File: src/rtl/smbus_host.sv
module smbus_host #(
  parameter int BLK_MAX = 32
) (
  input  logic       clk,
  input  logic       rst_n,
  input  logic [2:0] reg_addr,
  input  logic       reg_wr,
  input  logic       reg_rd,
  input  logic [7:0] reg_wdata,
  output logic [7:0] reg_rdata,
  output logic       irq,
  output logic       be_req,
  output logic [1:0] be_op,
  output logic [7:0] be_tx,
  output logic       be_nack,
  input  logic       be_done,
  input  logic       be_ack,
  input  logic       be_arb_lost,
  input  logic [7:0] be_rx
);
  localparam int PW = $clog2(BLK_MAX);
  localparam int CW = $clog2(BLK_MAX + 2);
  localparam logic [1:0] OP_START = 2'd0, OP_WRITE = 2'd1, OP_READ = 2'd2, OP_STOP = 2'd3;
  localparam logic [2:0] PR_QUICK = 3'd0, PR_BYTE = 3'd1, PR_BDATA = 3'd2, PR_WDATA = 3'd3, PR_BLOCK = 3'd5;

  typedef enum logic [3:0] {S_IDLE, S_START, S_ADDR, S_CMD, S_RSTART, S_RADDR, S_WDATA, S_RDATA, S_STOP} state_t;

  state_t        state;
  logic          ien;
  logic [2:0]    proto;
  logic [7:0]    cmd_r, addr_r, dat0, dat1;
  logic [7:0]    blk_mem [BLK_MAX];
  logic [PW-1:0] bptr;
  logic [CW-1:0] idx;
  logic          st_done, st_nr, st_col, st_fail, nr_pend;

  logic          busy, rd, is_blk, two_phase, last, go_ok;
  logic [CW-1:0] blk_cnt, rx_cnt, nbytes;
  logic [PW-1:0] bidx;
  logic [7:0]    wbyte;

  assign busy      = state != S_IDLE;
  assign rd        = addr_r[0];
  assign is_blk    = proto == PR_BLOCK;
  assign two_phase = rd && proto != PR_QUICK && proto != PR_BYTE;
  assign blk_cnt   = (dat0 > 8'(BLK_MAX)) ? CW'(BLK_MAX) : dat0[CW-1:0];
  assign rx_cnt    = (be_rx > 8'(BLK_MAX)) ? CW'(BLK_MAX) : be_rx[CW-1:0];
  assign bidx      = PW'(idx - CW'(1));
  assign last      = idx == nbytes - CW'(1);
  assign go_ok     = reg_wdata[4:2] inside {PR_QUICK, PR_BYTE, PR_BDATA, PR_WDATA, PR_BLOCK};

  always_comb begin
    case (proto)
      PR_BYTE, PR_BDATA: nbytes = CW'(1);
      PR_WDATA:          nbytes = CW'(2);
      PR_BLOCK:          nbytes = blk_cnt + CW'(1);
      default:           nbytes = '0;
    endcase
  end

  assign wbyte = (idx == '0) ? (is_blk ? 8'(blk_cnt) : dat0)
                             : (is_blk ? blk_mem[bidx] : dat1);

  assign be_req  = busy;
  assign be_nack = state == S_RDATA && !(is_blk && idx == '0) && last;

  always_comb begin
    be_op = OP_WRITE;
    be_tx = 8'h00;
    case (state)
      S_START, S_RSTART: be_op = OP_START;
      S_ADDR:  be_tx = {addr_r[7:1], two_phase ? 1'b0 : rd};
      S_RADDR: be_tx = {addr_r[7:1], 1'b1};
      S_CMD:   be_tx = cmd_r;
      S_WDATA: be_tx = wbyte;
      S_RDATA: be_op = OP_READ;
      S_STOP:  be_op = OP_STOP;
      default: be_op = OP_WRITE;
    endcase
  end

  always_comb begin
    case (reg_addr)
      3'd0:    reg_rdata = {3'b000, st_fail, st_col, st_nr, st_done, busy};
      3'd2:    reg_rdata = {3'b000, proto, 1'b0, ien};
      3'd3:    reg_rdata = cmd_r;
      3'd4:    reg_rdata = addr_r;
      3'd5:    reg_rdata = dat0;
      3'd6:    reg_rdata = dat1;
      3'd7:    reg_rdata = blk_mem[bptr];
      default: reg_rdata = 8'h00;
    endcase
  end

  assign irq = ien & (st_done | st_nr | st_col | st_fail);

  always_ff @(posedge clk or negedge rst_n) begin
    if (!rst_n) begin
      state   <= S_IDLE;
      ien     <= 1'b0;
      proto   <= '0;
      cmd_r   <= '0;
      addr_r  <= '0;
      dat0    <= '0;
      dat1    <= '0;
      bptr    <= '0;
      idx     <= '0;
      st_done <= 1'b0;
      st_nr   <= 1'b0;
      st_col  <= 1'b0;
      st_fail <= 1'b0;
      nr_pend <= 1'b0;
      for (int i = 0; i < BLK_MAX; i++) blk_mem[i] <= '0;
    end else begin
      if (reg_wr && reg_addr == 3'd0) begin
        if (reg_wdata[1]) st_done <= 1'b0;
        if (reg_wdata[2]) st_nr   <= 1'b0;
        if (reg_wdata[3]) st_col  <= 1'b0;
        if (reg_wdata[4]) st_fail <= 1'b0;
      end
      if (reg_rd && reg_addr == 3'd7) bptr <= bptr + PW'(1);
      if (reg_rd && reg_addr == 3'd2) bptr <= '0;
      if (reg_wr && !busy) begin
        case (reg_addr)
          3'd2: begin
            ien   <= reg_wdata[0];
            proto <= reg_wdata[4:2];
            if (reg_wdata[6]) begin
              if (go_ok) begin
                state <= S_START;
                idx   <= '0;
              end else begin
                st_fail <= 1'b1;
              end
            end
          end
          3'd3: cmd_r  <= reg_wdata;
          3'd4: addr_r <= reg_wdata;
          3'd5: dat0   <= reg_wdata;
          3'd6: dat1   <= reg_wdata;
          3'd7: begin
            blk_mem[bptr] <= reg_wdata;
            bptr          <= bptr + PW'(1);
          end
          default: ;
        endcase
      end
      if (busy && be_done) begin
        if (be_arb_lost) begin
          st_col  <= 1'b1;
          nr_pend <= 1'b0;
          state   <= S_IDLE;
        end else if (be_op == OP_WRITE && !be_ack) begin
          nr_pend <= 1'b1;
          state   <= S_STOP;
        end else begin
          case (state)
            S_START: state <= S_ADDR;
            S_ADDR: begin
              idx <= '0;
              if (proto == PR_QUICK)               state <= S_STOP;
              else if (proto == PR_BYTE && rd)     state <= S_RDATA;
              else                                 state <= S_CMD;
            end
            S_CMD: begin
              idx <= '0;
              if (proto == PR_BYTE) state <= S_STOP;
              else if (rd)          state <= S_RSTART;
              else                  state <= S_WDATA;
            end
            S_RSTART: state <= S_RADDR;
            S_RADDR: begin
              idx   <= '0;
              state <= S_RDATA;
            end
            S_WDATA: begin
              if (last) state <= S_STOP;
              else      idx   <= idx + CW'(1);
            end
            S_RDATA: begin
              if (is_blk && idx == '0) begin
                dat0 <= 8'(rx_cnt);
                if (rx_cnt == '0) state <= S_STOP;
                else              idx   <= CW'(1);
              end else begin
                if (is_blk)             blk_mem[bidx] <= be_rx;
                else if (idx == '0)     dat0 <= be_rx;
                else                    dat1 <= be_rx;
                if (last) state <= S_STOP;
                else      idx   <= idx + CW'(1);
              end
            end
            S_STOP: begin
              state   <= S_IDLE;
              nr_pend <= 1'b0;
              if (nr_pend) st_nr   <= 1'b1;
              else         st_done <= 1'b1;
            end
            default: state <= S_IDLE;
          endcase
        end
      end
    end
  end
endmodule

File: config.mk
export PLATFORM = sky130hd
export DESIGN_NAME = smbus_host
export DESIGN_NICKNAME = d
export VERILOG_FILES = /design/src/rtl/smbus_host.sv
export SDC_FILE = /design/constraint.sdc
export NUM_CORES = 1
export LEC_CHECK = 0
export BUFFER_PORTS_ARGS = -buffer_cell sky130_fd_sc_hd__buf_2
export CELL_PAD_IN_SITES_DETAIL_PLACEMENT = 2
export CELL_PAD_IN_SITES_GLOBAL_PLACEMENT = 2
export CORE_ASPECT_RATIO = 0.5
export CORE_MARGIN = 3
export CORE_UTILIZATION = 30
export DETAILED_ROUTE_END_ITERATION = 16
export HOLD_SLACK_MARGIN = 0.06
export PLACE_DENSITY = 0.6
export SLEW_MARGIN = 25
export SYNTH_ARGS = -nofsm -noshare
export SYNTH_HDL_FRONTEND = slang
export SYNTH_SLANG_ARGS = --single-unit
File: constraint.sdc
create_clock -name clk -period 4.5 [get_ports clk]
set_input_delay 0.225 -clock clk [delete_from_list [all_inputs] [get_ports clk]]
set_output_delay 0.225 -clock clk [all_outputs]
set_load 0.01 [all_outputs]
# --- Word level (Yosys, flattened, before mapping) ---
# Cells that the tools add are included.
word_totals:
  out_inout_bits: 21
  elab_cells: 226
  register_bits: 312
  input_bits: 26
classes:
  bitwise_logic: 6
  add_sub_neg: 5
  magnitude_cmp: 6
  n_mux: 105
  reduce_logical: 33
  eq_ne: 25
op_table:
  columns: ["operator", "count"]
  rows:
  - ["256-bit two-way mux", 8]
  - ["256-bit bitwise mux", 2]
  - ["8-bit two-way mux", 27]
  - ["8-bit binary-select mux with 5-bit select", 2]
  - ["8-bit demux with 5-bit select", 2]
  - ["6-bit two-way mux", 12]
  - ["8-bit case mux with 7 select lines", 1]
  - ["4-bit two-way mux", 12]
  - ["6-bit case mux with 3 select lines", 2]
  - ["8-bit case mux with 4 select lines", 1]
  - ["1-bit two-way mux", 28]
  - ["4-bit case mux with 7 select lines", 1]
  - ["5-bit two-way mux", 4]
  - ["3-bit by 2-bit equality test with 1-bit output, second input constant", 6]
  - ["3-bit equality test, second input constant", 6]
  - ["4-bit by 3-bit equality test with 1-bit output, second input constant", 4]
  - ["8-bit by 6-bit > comparator with 1-bit output, second input constant", 2]
  - ["1-bit logical AND", 14]
  - ["6-bit by 1-bit adder with 6-bit output, second input constant", 2]
  - ["6-bit >= comparator, second input constant", 2]
  - ["6-bit logical NOT", 2]
  - ["6-bit by 1-bit < comparator with 1-bit output, second input constant", 2]
  - ["5-bit NOT with 6-bit output", 2]
  - ["3-bit logical NOT", 3]
  - ["22 further kinds", 33]

# --- Depth between registers and ports, before layout ---
depth:
  word_depth: 15
  depth_mapped: 15
  mapped_depth_nobuf: 12

# --- Worst setup path after synthesis ---
# Ideal clock, no wire load.
synth_timing:
  path_kind: "register to output"
  start: "reg idx[0]"
  end: "out be_tx[1]"
  arrival_ns: 3.554
  path_slack_ns: 0.721
  n_path_buf: 5
  path_stages_with_launch: 14
  required_time_ns: 4.275
  path_cell_list: "dfrtp_1 -> clkbuf_1 -> buf_2 -> buf_2 -> inv_1 -> ha_1 -> clkbuf_1 -> clkbuf_1 -> mux4_2 -> mux4_2 -> o21ai_0 -> o21ai_0 -> a32oi_1 -> o21ai_0"
synth_between:
  elab_chain_cells: 8
  elab_cells_between_ends: 9
  cone_classes: "add/sub: 1; mux: 6; bitwise: 1; reduce/logical: 1"
synth_rtl:
  columns: ["element", "line_no", "source"]
  rows:
  - ["from (decl)", "34", "logic [CW-1:0] idx;"]
  - ["from (signal assigned)", "178", "else idx <= idx + CW'(1);"]
  - ["from (signal assigned)", "190", "else idx <= idx + CW'(1);"]
  - ["5-bit by 1-bit subtractor with 5-bit output", "48", "assign bidx = PW'(idx - CW'(1));"]
  - ["5-bit NOT with 6-bit output (not written as such)", "62", ": (is_blk ? blk_mem[bidx] : dat1);"]
  - ["8-bit binary-select mux with 5-bit select", "62", null]
  - ["8-bit two-way mux (not written as such) (2 in a row)", "62", null]
  - ["8-bit two-way mux", "62", null]
  - ["8-bit two-way mux *", "61", "assign wbyte = (idx == '0) ? (is_blk ? 8'(blk_cnt) : dat0)"]
  - ["8-bit case mux with 4 select lines *", "70", "case (state)"]
  - ["to (decl)", "14", "output logic [7:0] be_tx,"]
# Every way passes the cells marked *; elsewhere a longest branch is shown, timed or not. The select of a mux whose other input is x is not followed.

# --- Worst setup path in the final report ---
layout_timing:
  start: "reg idx[2]"
  end: "out be_tx[0]"
# Same word-level chain as after synthesis.

==> run summary <==
outcome = complete, no violations
CP Class = reg2out
Compound-Gate Fraction of Synth Area = 12.0%
R2R Path End = state[3]
Sequential Power Share = 38.4%
largest family of logic cells by synthesized area = multiplexers
Cell Pwr Density = 436 mW/mm^2
P_sw = 3970 uW
Yosys cell types = 77
Filler Cell Count = 7,256
Period minus WS final = 4.32 ns
total power = 10,300 uW
global-route wire length before repair = 133 mm
utilization after layout = 34.6%
Post-Route WL = 90.9 mm
DRC Markers = 0
Clock power frac = 30.7%
CTS root buffer = clkbuf_16
RSZ-0062 raised after global routing = no
setup TNS = 0 ns
via count = 17,100
Initial Util = 30.8%
Worst-Margin Slew = 1.10 ns
Syn-to-layout area delta = 12.3%
Hold Fails Final Rpt = 0
crit path to = be_tx[0]
CP Data Required Time = 4.28 ns
die area = 0.0732 sq mm
post-route cell area = 0.0235 sq mm
Critical Path Stages = 9
Simple-Gate Fraction of Synth Area = 15.2%
Post-DRT Antenna Nets = 0
hpwl dp = 62.4 mm
WP buf/inv = 2
Cell Chain, Critical Path = nor3_2 > xor2_2 > buf_4 > mux4_2 > nand2_1 > a31oi_1 > o21ai_0 > a21oi_1 > buf_2
DP Area = 0.0223 sq mm
Leak = 0.00943 uW
Max transition margin = 26.6%
largest net degree at the start of global routing = 100
Yosys top cell area share = 37.3%
critical path's largest stage delay = 0.66 ns
IO Count = 47
Clock Sinks = 312
dominant synthesized flop cell = dfrtp_1
CP startpoint kind = flip-flop
Synth area leaders = dfrtp_1 37%, mux4_2 15%, mux2i_1 14%
share of layout cells above drive strength 1 = 20.4%
setup-violating endpoint count in the final report = 0
post-place setup slack = 0.720 ns
crit path DAT = 4.10 ns
Max Fclk = 231 MHz
Tcrit/Tclk final = 96.0%
Int Pwr = 6300 uW
vias in the first global route = 17,900
ANT cells = 0
gp weighted congestion = 0.866
Synth Cell Area = 0.0209 sq mm
FF-to-FF Start = dat0[5]
drt via density = 5.79
cell count of the worst reg-to-reg path = 11
Setup Buffers After CTS = 0
wire per inst = 30.8 um
H-tree Lvls = 2
drt initial violations = 1,555
CP endpoint kind = output port
crit path max fanout = 14
Sequential Area = 0.00782 sq mm
final worst clock skew = 0.0315 ns
Synth warnings = 0
maxcap violations = 0
GR Overflow Total = 0
Syn Inst Count = 2,004
Vert. Die Dim = 193 um
Clk pin slew, worst setup/hold paths = 0.06 ns
cts bufs inserted = 37
final net count = 2,029
Overall Global Routing Usage = 24.9%
delay-heaviest family, CP = XOR/XNOR gates
FP Rows = 67
post-synthesis mux area share = 30.1%
FF+latch count, synth = 312
Pre-Repair DR Iteration Count = 7
clk buf depth = 3
average cell area after synthesis = 10.4 sq um
XOR/XNOR Fraction of Synth Area = 0.837%
EDFF count, synth = 0
flop-to-flop setup slack = 0.96 ns
biggest area consumer among synthesized cells = dfrtp_1
post-synthesis sequential area ratio = 37.3%
net count after synthesis = 2,040
logic gate share of total power = 30.9%
Final WS setup = 0.178 ns
CTS tree = built
initial antenna violation count = 6
Core Box Area = 0.0680 sq mm
Clock Latency Late Sink = 0.58 ns
Adder-Cell Fraction of Synth Area = 0.598%
worst vdd ir = 265 uV
Critical-path top delay cell = xor2_2
fin. max-slew vios = 0
footprint of the multi-input gates = 0.0123 sq mm
sw frac = 38.7%
port bufs = 46
die width = 380 um
Async SR Flop Fraction = 100%
launch point of the worst path = idx[2]
type of the most critical hold path = in2reg
[layout by cell type (no fill, tap or decap), types with 5 or more instances in the layout]
master,instances
dfrtp_1,309
mux2i_1,286
nand2_1,238
nor2_1,184
mux4_2,143
a21oi_1,131
o21ai_0,128
buf_4,69
o21ai_1,68
buf_2,44
clkbuf_16,38
nor2_8,32
nand3_1,31
a22oi_1,20
mux2_2,20
nor3_1,15
inv_1,14
xnor2_1,13
o211ai_1,13
a31oi_1,11
nor2b_1,10
a221oi_1,10
ha_1,9
and3_1,8
nor3b_1,8
clkbuf_8,8
or3_1,7
a32oi_1,7
a22o_1,6
o22ai_1,6
clkbuf_1,6
clkinv_2,6
buf_12,6
nand2b_1,5
xor2_1,5
nand4_1,5
[sequential cells by signal, summed over array words and instances (netlist names), 3 cells and up]
signal / flops
bptr: 5
blk_mem: 256
idx: 6
dat0: 8
state: 4
proto: 3
cmd_r: 8
dat1: 8
addr_r: 8
[area by class of cell]
class / instances / share of cell area [%]
Clock buffer: 52 / 4.61
Clock inverter: 12 / 0.548
Inverter: 15 / 0.239
Multi-Input combinational cell: 1503 / 52.5
Sequential cell: 312 / 33.3
Tap cell: 931 / 4.95
Timing Repair Buffer: 124 / 3.88
[synth_stat cells, drive strengths merged, types with 6 or more instances]
library cell / instances
nor2b: 10
mux4: 143
mux2i: 286
nor3: 18
a22o: 6
a21oi: 131
nor2: 219
clkbuf: 91
inv: 14
o21ai: 198
a32oi: 7
a221oi: 10
and3: 10
a22oi: 21
nor4b: 6
a31oi: 11
ha: 10
o22ai: 6
nor3b: 8
and2: 6
or3: 8
xnor2: 13
mux2: 20
o211ai: 14
nand3: 31
nand2: 243
buf: 83
dfrtp: 312
xor2: 7
[worst min path at each step]
stage	start	end	slack, ns	cells past startpoint
6_report	reg_wdata[2]	addr_r[2]	0.16	3
5_1_grt	be_ack	nr_pend	0.19	5
4_1_cts	be_ack	nr_pend	0.13	5
3_5_place_dp	rst_n	blk_mem[66]	0.35	1
3_3_place_gp	rst_n	blk_mem[66]	0.37	1
2_1_floorplan	rst_n	addr_r[0]	-0.07	0
[metrics by stage]
| stage | std cells | hold slack, ns |
|---|---|---|
| CTS | 2949 | 0.132 |
| global placement | 2881 | 0.372 |
| finish | 2949 | 0.164 |
| global route | 2949 | 0.194 |
| floorplan | 2004 | -0.0706 |
| detailed placement | 2881 | 0.353 |
[worst reg2reg max path, stage by stage, from the launching register on]
cell,delay (ns)
dfrtp_1,0.52
nor3_2,0.43
and2_1,0.20
ha_1,0.23
xnor2_1,0.08
and4b_1,0.22
or2_2,0.33
nor4b_1,0.15
o31a_1,0.34
o211ai_4,0.47
o21ai_0,0.19
a22o_1,0.26
[logic make-up (layout without fill, tap and decap cells)]
kind of cell | after synthesis | count (layout)
xor+xnor | 20 | 20
mux | 449 | 449
buf+inv | 189 | 203
compound gates | 434 | 434
flops | 312 | 312
simple gates | 590 | 590
fa+ha+maj | 10 | 10
[power by group through the flow]
stage | clock network (uW) | registers (uW) | logic, uW
after floorplan | 0 | 3460 | 2290
after global placement | 0 | 3970 | 3090
after detailed placement | 0 | 3990 | 3150
after CTS | 3230 | 3940 | 3160
after global routing | 3350 | 4010 | 3410
final | 3150 | 3940 | 3170
[routing by layer]
metal,vias up,global-route usage (%),share of wire [%]
li1,7330,-,-
met1,9194,35.3,47
met2,439,37.5,43
met3,115,6.75,7.2
met4,10,6.22,2.4
met5,-,0,0.076
[what timing repair did]
action / in CTS / in global routing
hold endpoints to repair: 101 / 0
endpoints found under the setup margin: 0 / 1
hold buffers: 4 / 0
resized for setup: 0 / 1
Power figures use the tool's default switching activity.
